`src/rtl/irqdet_pkg.sv`:
```
package irqdet_pkg;

  typedef struct packed {
    logic sense;  // 1: level, 0: edge
    logic both;   // any edge in edge mode
    logic pol;    // high/rising when 1
  } line_cfg_t;

  function automatic logic edge_qualifies(line_cfg_t cfg, logic rise, logic fall);
    logic pick;
    pick = cfg.pol ? rise : fall;
    return !cfg.sense && (cfg.both ? (rise || fall) : pick);
  endfunction

endpackage

```
`src/rtl/irqdet_line.sv`:
```
module irqdet_line
  import irqdet_pkg::*;
(
  input  logic      clk,
  input  logic      rst_n,
  input  logic      pin_i,
  input  line_cfg_t cfg_i,
  input  logic      clear_i,
  output logic      raw_o
);

  logic prev_q;
  logic latch_q;
  logic latch_d;
  logic latch_en;
  logic rise;
  logic fall;
  logic hit;
  logic level_hit;

  always_comb begin
    rise      = pin_i & ~prev_q;
    fall      = ~pin_i & prev_q;
    hit       = edge_qualifies(cfg_i, rise, fall);
    level_hit = ~(pin_i ^ cfg_i.pol);
    // a fresh edge outranks a clear; level mode keeps the latch empty
    latch_en  = cfg_i.sense | hit | clear_i;
    latch_d   = hit;
    raw_o     = cfg_i.sense ? level_hit : latch_q;
  end

  // previous value tracks the line every cycle regardless of mode
  always_ff @(posedge clk or negedge rst_n) begin
    if (!rst_n) prev_q <= 1'b0;
    else        prev_q <= pin_i;
  end

  always_ff @(posedge clk or negedge rst_n) begin
    if (!rst_n)        latch_q <= 1'b0;
    else if (latch_en) latch_q <= latch_d;
  end

endmodule

```
`src/rtl/irqdet_merge.sv`:
```
module irqdet_merge #(
  parameter int LINES = 8
) (
  input  logic             clk,
  input  logic             rst_n,
  input  logic [LINES-1:0] raw_i,
  input  logic [LINES-1:0] enable_i,
  output logic [LINES-1:0] masked_o,
  output logic             irq_o
);

  logic irq_d;
  logic irq_q;

  always_comb begin
    masked_o = raw_i & enable_i;
    irq_d    = |masked_o;
  end

  always_ff @(posedge clk or negedge rst_n) begin
    if (!rst_n) irq_q <= 1'b0;
    else        irq_q <= irq_d;
  end

  assign irq_o = irq_q;

endmodule

```
`src/rtl/pin_irq_detector.sv`:
```
module pin_irq_detector
  import irqdet_pkg::*;
#(
  parameter int LINES = 8
) (
  input  logic             clk,
  input  logic             rst_n,
  input  logic [LINES-1:0] pins_i,
  input  logic [LINES-1:0] sense_i,
  input  logic [LINES-1:0] both_i,
  input  logic [LINES-1:0] event_i,
  input  logic [LINES-1:0] enable_i,
  input  logic [LINES-1:0] clear_i,
  output logic [LINES-1:0] raw_o,
  output logic [LINES-1:0] masked_o,
  output logic             irq_o
);

  line_cfg_t cfg [LINES];

  for (genvar g = 0; g < LINES; g++) begin : g_line
    assign cfg[g] = '{sense: sense_i[g], both: both_i[g], pol: event_i[g]};

    irqdet_line u_line (
      .clk     (clk),
      .rst_n   (rst_n),
      .pin_i   (pins_i[g]),
      .cfg_i   (cfg[g]),
      .clear_i (clear_i[g]),
      .raw_o   (raw_o[g])
    );
  end

  irqdet_merge #(.LINES(LINES)) u_merge (
    .clk      (clk),
    .rst_n    (rst_n),
    .raw_i    (raw_o),
    .enable_i (enable_i),
    .masked_o (masked_o),
    .irq_o    (irq_o)
  );

endmodule

```
`config.mk`:
```
export PLATFORM = sky130hd
export DESIGN_NAME = pin_irq_detector
export DESIGN_NICKNAME = d
export VERILOG_FILES = /design/src/rtl/irqdet_pkg.sv /design/src/rtl/irqdet_line.sv /design/src/rtl/irqdet_merge.sv /design/src/rtl/pin_irq_detector.sv
export SDC_FILE = /design/constraint.sdc
export NUM_CORES = 1
export LEC_CHECK = 0
export BUFFER_PORTS_ARGS = -buffer_cell sky130_fd_sc_hd__buf_4
export CORE_MARGIN = 2
export CORE_UTILIZATION = 42
export CTS_BUF_LIST = sky130_fd_sc_hd__clkbuf_8
export CTS_CLUSTER_SIZE = 14
export DETAILED_ROUTE_END_ITERATION = 10
export HOLD_SLACK_MARGIN = 0.05
export PLACE_DENSITY = 0.78
export SYNTH_ARGS = -nofsm -noshare
export SYNTH_HDL_FRONTEND = slang
export SYNTH_SLANG_ARGS = --single-unit
```
`constraint.sdc`:
```
create_clock -name clk -period 1.6 [get_ports clk]
set_input_delay 0.08 -clock clk [delete_from_list [all_inputs] [get_ports clk]]
set_output_delay 0.08 -clock clk [all_outputs]
set_load 0.01 [all_outputs]
```
==> impl_metrics.toml, run 1 <==
[synth]
synth_area_per_cell_um2 = 9.96
ys_ff_latch = 17
synth_top_cells_by_area = "dfrtp_1 33%, ha_1 15%, mux2_1 7.0%"
synth.top_cell.area_share_pct = 32.9
yosys_warnings = 0
syn-cell-area_um2 = 1290
syn_inst = 130
synth_cell_type_count = 17
yosysTopAreaCell = "dfrtp_1"
seq_area_frac_synth_pct = 32.9
syn_nets = 196

[worst_setup_path]
regToRegStartpoint = "g_line[7].u_line.latch_q"
crit_start = "g_line[7].u_line.latch_q"
cp_max_fo = 2
crit_chain = "and3b_1, a31o_1, or4_1, or4b_1"
crit_family = "simple AND/OR/NAND/NOR gates"
max_stage_delay_ns = 0.51
critPathRequiredTime_ns = 1.73
endpoint_kind = "register"
crit_slowest_cell = "or4_1"
path_class = "register to register"
cp.arrival_ns = 1.95
crit_buf_inv = 0
startpoint_type = "register"

[timing]
hold_violations = 0
period_needed_ns = 1.82
worst_slack_ns = -0.223
period_share_pct = 114
setup_viol = 1
rsz0062_at_grt = "true"
slew_headroom_pct = 84.0
fmax_mhz = 548
whs_ns = 0.0556
slew_viol_final = 0
fin_skew_ns = 0.00267
worst_slew_pin_slew_ns = 0.238

[placement]
place.gp.congestion = 0.757
hpwl_um = 2580
io_buffers = 66
place_area_um2 = 1870

[floorplan]
pin_count = 67
start_util_pct = 43.1
fp.dieH_um = 59.5
die_x_um = 59.5
num_rows = 20
core_area_um2 = 3000
die_area_um2 = 3540

[grt]
grt_max_degree = 18
grt_pass1_wl_um = 5160
grt_use_total_pct = 19.3
grt_overflow_total = 0
grt_antenna_before_repair = 0
grt_pass1_vias = 1264

[route]
ant_nets = 0
vias = 1236
wl_per_cell_um = 12.6
routed_wl_um = 3180
dr.pass1.iters = 4
drcViolationCount = 0
vias_per_cell = 4.90
drt_iter0_drc = 25

[clock_tree]
cts_root_buf = "clkbuf_8"
cts_max_level = 1
path_clk_slew_ns = 0.07
cts.sinks = 17
insertion_delay_ns = 0.25
numCtsBuffers = 3
cts_tree = "built"
cts_buffer_depth = 2

[min_path]
hp-start = "pins_i[7]"
hold_path_class = "primary input to register"

[final_layout]
nNetsFinal = 286
layout-drive-gt1-share_pct = 42.5
synthToLayoutAreaGrowth_pct = 58.4
antennaDiodeCount = 0
stdcell_area_um2 = 2050

[power_and_ir_drop]
worst_ir_drop_vdd_mv = 0.358
power.density_nw_per_um2 = 612
p_leak_nw = 1.11

[status]
status = "finished with violations"
violations = "setup timing"

[run]
cap_violations = 0
kinds of logic after synthesis:
group                    synth area share, %
adder cells (fa/ha/maj)                 15.5
XOR/XNOR                                5.41
buffers and inverters                   9.28
AO/OA/AOI/OAI                           10.2
multiplexers                            13.9
AND/OR/NAND/NOR                         12.9
flip-flops                              32.9
metal layers:
layer  vias up  GRT usage [%]  routed length, um
li1        610              -                  -
met1       581           18.9               1160
met2        43           39.6               1750
met3         2           3.71                236
met4         0           5.71                 27
met5         -              0                  0
power breakdown:
part	internal (mW)	switching, mW
logic	0.274	0.175
clock network	0.173	0.156
registers	0.461	0.0159
total	0.908	0.347
cell usage after synthesis:
master	instances
nand2_1	8
mux2_1	8
xnor2_1	8
mux2_2	8
nor2_1	1
or4_1	1
inv_1	16
dfrtp_1	17
a31o_1	6
nand2b_1	8
a21oi_1	8
ha_1	16
and3b_1	6
or4b_1	1
buf_4	8
o21ai_1	8
and2_1	2
registers in the layout (all words and copies together) (netlist names):
| name | flops |
|---|---|
| g_line.u_line.prev_q | 8 |
| u_merge.irq_o | 1 |
| g_line.u_line.latch_q | 8 |
metrics by stage:
| stage | std cells | power [mW] | utilization [%] | setup TNS (ns) | setup WS, ns |
|---|---|---|---|---|---|
| finish | 252 | 1.25 | 68.3 | -0.223 | -0.223 |
| detailed placement | 234 | 0.907 | 62.3 | -0.234 | -0.234 |
| floorplan | 130 | 0.683 | - | -0.236 | -0.236 |
| CTS | 251 | 1.26 | 68.0 | -0.221 | -0.221 |
| global route | 252 | 1.33 | 68.3 | -0.267 | -0.267 |
| global placement | 234 | 0.884 | 62.3 | -0.198 | -0.198 |
layout by cell type (no fill, tap or decap), types with 12 or more instances in the layout:
| cell | count |
|---|---|
| ha_1 | 16 |
| dlygate4sd3_1 | 12 |
| buf_4 | 81 |
| dfrtp_1 | 17 |
| inv_1 | 16 |
timing repair:
item	4_1_cts	5_1_grt
endpoints found under the setup margin	1	1
hold buffers	12	0
hold endpoints to repair	28	0
gates resized for setup	0	0
setup buffers	1	1
pin swaps	1	0
area by class of cell:
class	count	area [um2]
clock buffer	3	41.3
clock inverter	1	5.00
fill	241	952
inverter	16	60.1
multi-input combinational	89	749
sequential	17	425
tap	33	41.3
timing repair buffer	93	728
path summary, 6_finish.rpt:
path	to	slack, ns	depth (start not counted)
max	u_merge.irq_o	-0.22	4
min	g_line[7].u_line.prev_q	0.06	2
max reg2reg	u_merge.irq_o	-0.22	4
min reg2reg	g_line[0].u_line.latch_q	0.54	2
max in group asynchronous	g_line[0].u_line.latch_q	1.18	2
min in group asynchronous	g_line[3].u_line.prev_q	0.23	2
(Power assumes the default switching activity.)
==> run 2, diff against run 1 <==
Settings changed: CORE_UTILIZATION 42 to 41, PLACE_DENSITY 0.78 to 0.77, SYNTH_HIERARCHICAL set to 1.
==> run 2 against run 1 <==
Total power is 1.6% higher. Largest cell class unchanged. Sequential power hardly changed. Via count is 4.8% lower. The run ends with DRC, setup timing left. Register-to-register slack worse by 0.04 ns. First-iteration DRC count is 48% higher. Synthesized area is 5.0% lower. Non-clock buffer count stayed put.
==> impl_metrics.toml, run 2 <==
[power_and_ir_drop]
power.density_nw_per_um2 = 618
p_leak_nw = 1.11
p_total_mw = 1.27
worst_ir_drop_vdd_mv = 0.427

[final_layout]
layout-drive-gt1-share_pct = 53.1
final_cell_mix = "80 x buf_4, 17 x dfrtp_1, 16 x inv_1, 16 x ha_1, 13 x dlygate4sd3_1"
synthToLayoutAreaGrowth_pct = 67.7
antennaDiodeCount = 0
n_fill_cell = 209
nNetsFinal = 280
layout_commonest_cell = "buf_4"

[clock_tree]
path_clk_slew_ns = 0.07
cts_max_level = 1
cts.sinks = 17
insertion_delay_ns = 0.25
numCtsBuffers = 3
cts_tree = "built"
cts_buffer_depth = 2
cts_root_buf = "clkbuf_8"

[synth]
synth_top_cells_by_area = "dfrtp_1 35%, ha_1 16%, mux2_4 9.8%"
synth_xor_area_share_pct = 5.70
synth_fa_ha_area_share_pct = 16.3
syn_inst = 116
synthMuxAreaShare_pct = 17.1
async_flop_share_pct = 100
synth_compound_area_share_pct = 8.95
synth.top_cell.area_share_pct = 34.6
synth_simple_gate_area_share_pct = 12.5
ys_ff_latch = 17
syn_nets = 182
seq_area_frac_synth_pct = 34.6
synth_cell_type_count = 14
synth_area_per_cell_um2 = 10.6
synth-edff-count = 0
yosysMostFrequentCell = "dfrtp_1"
yosys_warnings = 6
synthTopCellsByCount = "17 x dfrtp_1, 16 x ha_1, 16 x inv_1"
synth_top_family_by_area = "multiplexers"
ys.flop_type = "dfrtp_1"
yosysTopAreaCell = "dfrtp_1"
syn-cell-area_um2 = 1230

[timing]
hold_violations = 0
slew_headroom_pct = 83.9
slew_viol_final = 0
period_share_pct = 117
worst_slack_ns = -0.267
fmax_mhz = 536
setup_viol = 1
worst_slew_pin_slew_ns = 0.242
rsz0062_at_grt = "true"
period_needed_ns = 1.87
fin_skew_ns = 0.00443

[floorplan]
pin_count = 67
fp.dieH_um = 58.8
die_x_um = 58.8
num_rows = 19
core_area_um2 = 2810
start_util_pct = 43.8
die_area_um2 = 3450

[worst_setup_path]
cp_max_fo = 2
path_class = "register to register"
endpoint_kind = "register"
startpoint_type = "register"
cp.arrival_ns = 2.00
max_stage_delay_ns = 0.52
crit_chain = "mux2_4, and2_4, or4_4, or4_1"
crit_slowest_cell = "or4_4"
critPathRequiredTime_ns = 1.73

[min_path]
hold_path_class = "primary input to register"

[placement]
pre_cts_ws_ns = -0.246
hpwl_um = 2330
io_buffers = 66
place.gp.congestion = 0.722

[grt]
grt_overflow_total = 0
grt_max_degree = 18
grt_pass1_wl_um = 4890
grt_antenna_before_repair = 0
grt_pass1_vias = 1169
grt_use_total_pct = 18.7

[route]
vias_per_cell = 4.82
routed_wl_um = 3040
drt_iter0_drc = 37
dr.pass1.iters = 7
wl_per_cell_um = 12.5
ant_nets = 0
drcViolationCount = 5
vias = 1177

[status]
status = "finished with violations"
violations = "DRC, setup timing"

[run]
cap_violations = 0
run 2: cell count changes after synthesis, moves of 5 or more:
cell     previous run  this run
a31o_1              6         0
and2_1              2         7
and3b_1             6         0
buf_4               8         0
mux2_1              8         0
mux2_4              0         8
o21ai_1             8         0
o21ai_2             0         8
run 2: critical path: cells and delay by family, from the launching register on:
kind / cells / cell delay (ns)
DFF: 1 / 0.38
and+or+nand+nor: 3 / 1.07
muxes: 1 / 0.29
run 2: cell families after synthesis:
kind of cell | count (synthesis)
xor+xnor | 8
fa+ha+maj | 16
buf+inv | 16
compound gates | 16
flops | 17
simple gates | 27
mux | 16
run 2: final timing paths:
| path | start | to | slack (ns) | cells past startpoint |
|---|---|---|---|---|
| max | g_line[0].u_line/latch_q | u_merge/irq_o | -0.27 | 4 |
| min | pins_i[6] | g_line[6].u_line/prev_q | 0.06 | 2 |
| max reg2reg | g_line[0].u_line/latch_q | u_merge/irq_o | -0.27 | 4 |
| min reg2reg | g_line[3].u_line/latch_q | g_line[3].u_line/latch_q | 0.53 | 2 |
| max in group asynchronous | rst_n | g_line[4].u_line/latch_q | 1.17 | 2 |
| min in group asynchronous | rst_n | g_line[0].u_line/latch_q | 0.22 | 2 |
run 2: stage by stage:
stage	TNS (ns)	area, um2	hold WS [ns]	instances	utilization (%)
finish	-0.267	2060	0.0552	244	73.5
detailed placement	-0.246	1870	-0.0356	226	66.8
CTS	-0.245	2060	0.0509	244	73.5
global route	-0.295	2060	0.0541	244	73.5
global placement	-0.181	1870	-0.0397	226	66.8
floorplan	-0.205	1240	-0.216	116	-
run 2: layout make-up:
cell class / instances / area, um2 / share of cell area [%]
clock buffer: 3 / 41.3 / 2.00
multi-input combinational: 83 / 761 / 36.9
tap: 31 / 38.8 / 1.88
sequential: 17 / 425 / 20.6
timing repair buffer: 93 / 731 / 35.4
clock inverter: 1 / 5.00 / 0.243
inverter: 16 / 60.1 / 2.91
run 2: per-layer routing:
metal	up-vias	routed length [um]	track usage, %
met5	-	0	0
met4	0	34	6.82
met3	4	265	3.74
met2	49	1540	33.3
met1	548	1210	22.1
li1	576	-	-
run 2: power breakdown:
part	internal (mW)	switching, mW	total, mW
logic	0.294	0.177	0.471
registers	0.461	0.0155	0.476
clock network	0.173	0.154	0.327
total	0.928	0.347	1.27
run 2: what timing repair did:
action / 4_1_cts / 5_1_grt
hold endpoints to repair: 29 / 0
resized for setup: 1 / 0
buffers inserted: 1 / 0
endpoints found under the setup margin: 1 / 1
hold buffers: 13 / 0
pin swaps: 0 / 0
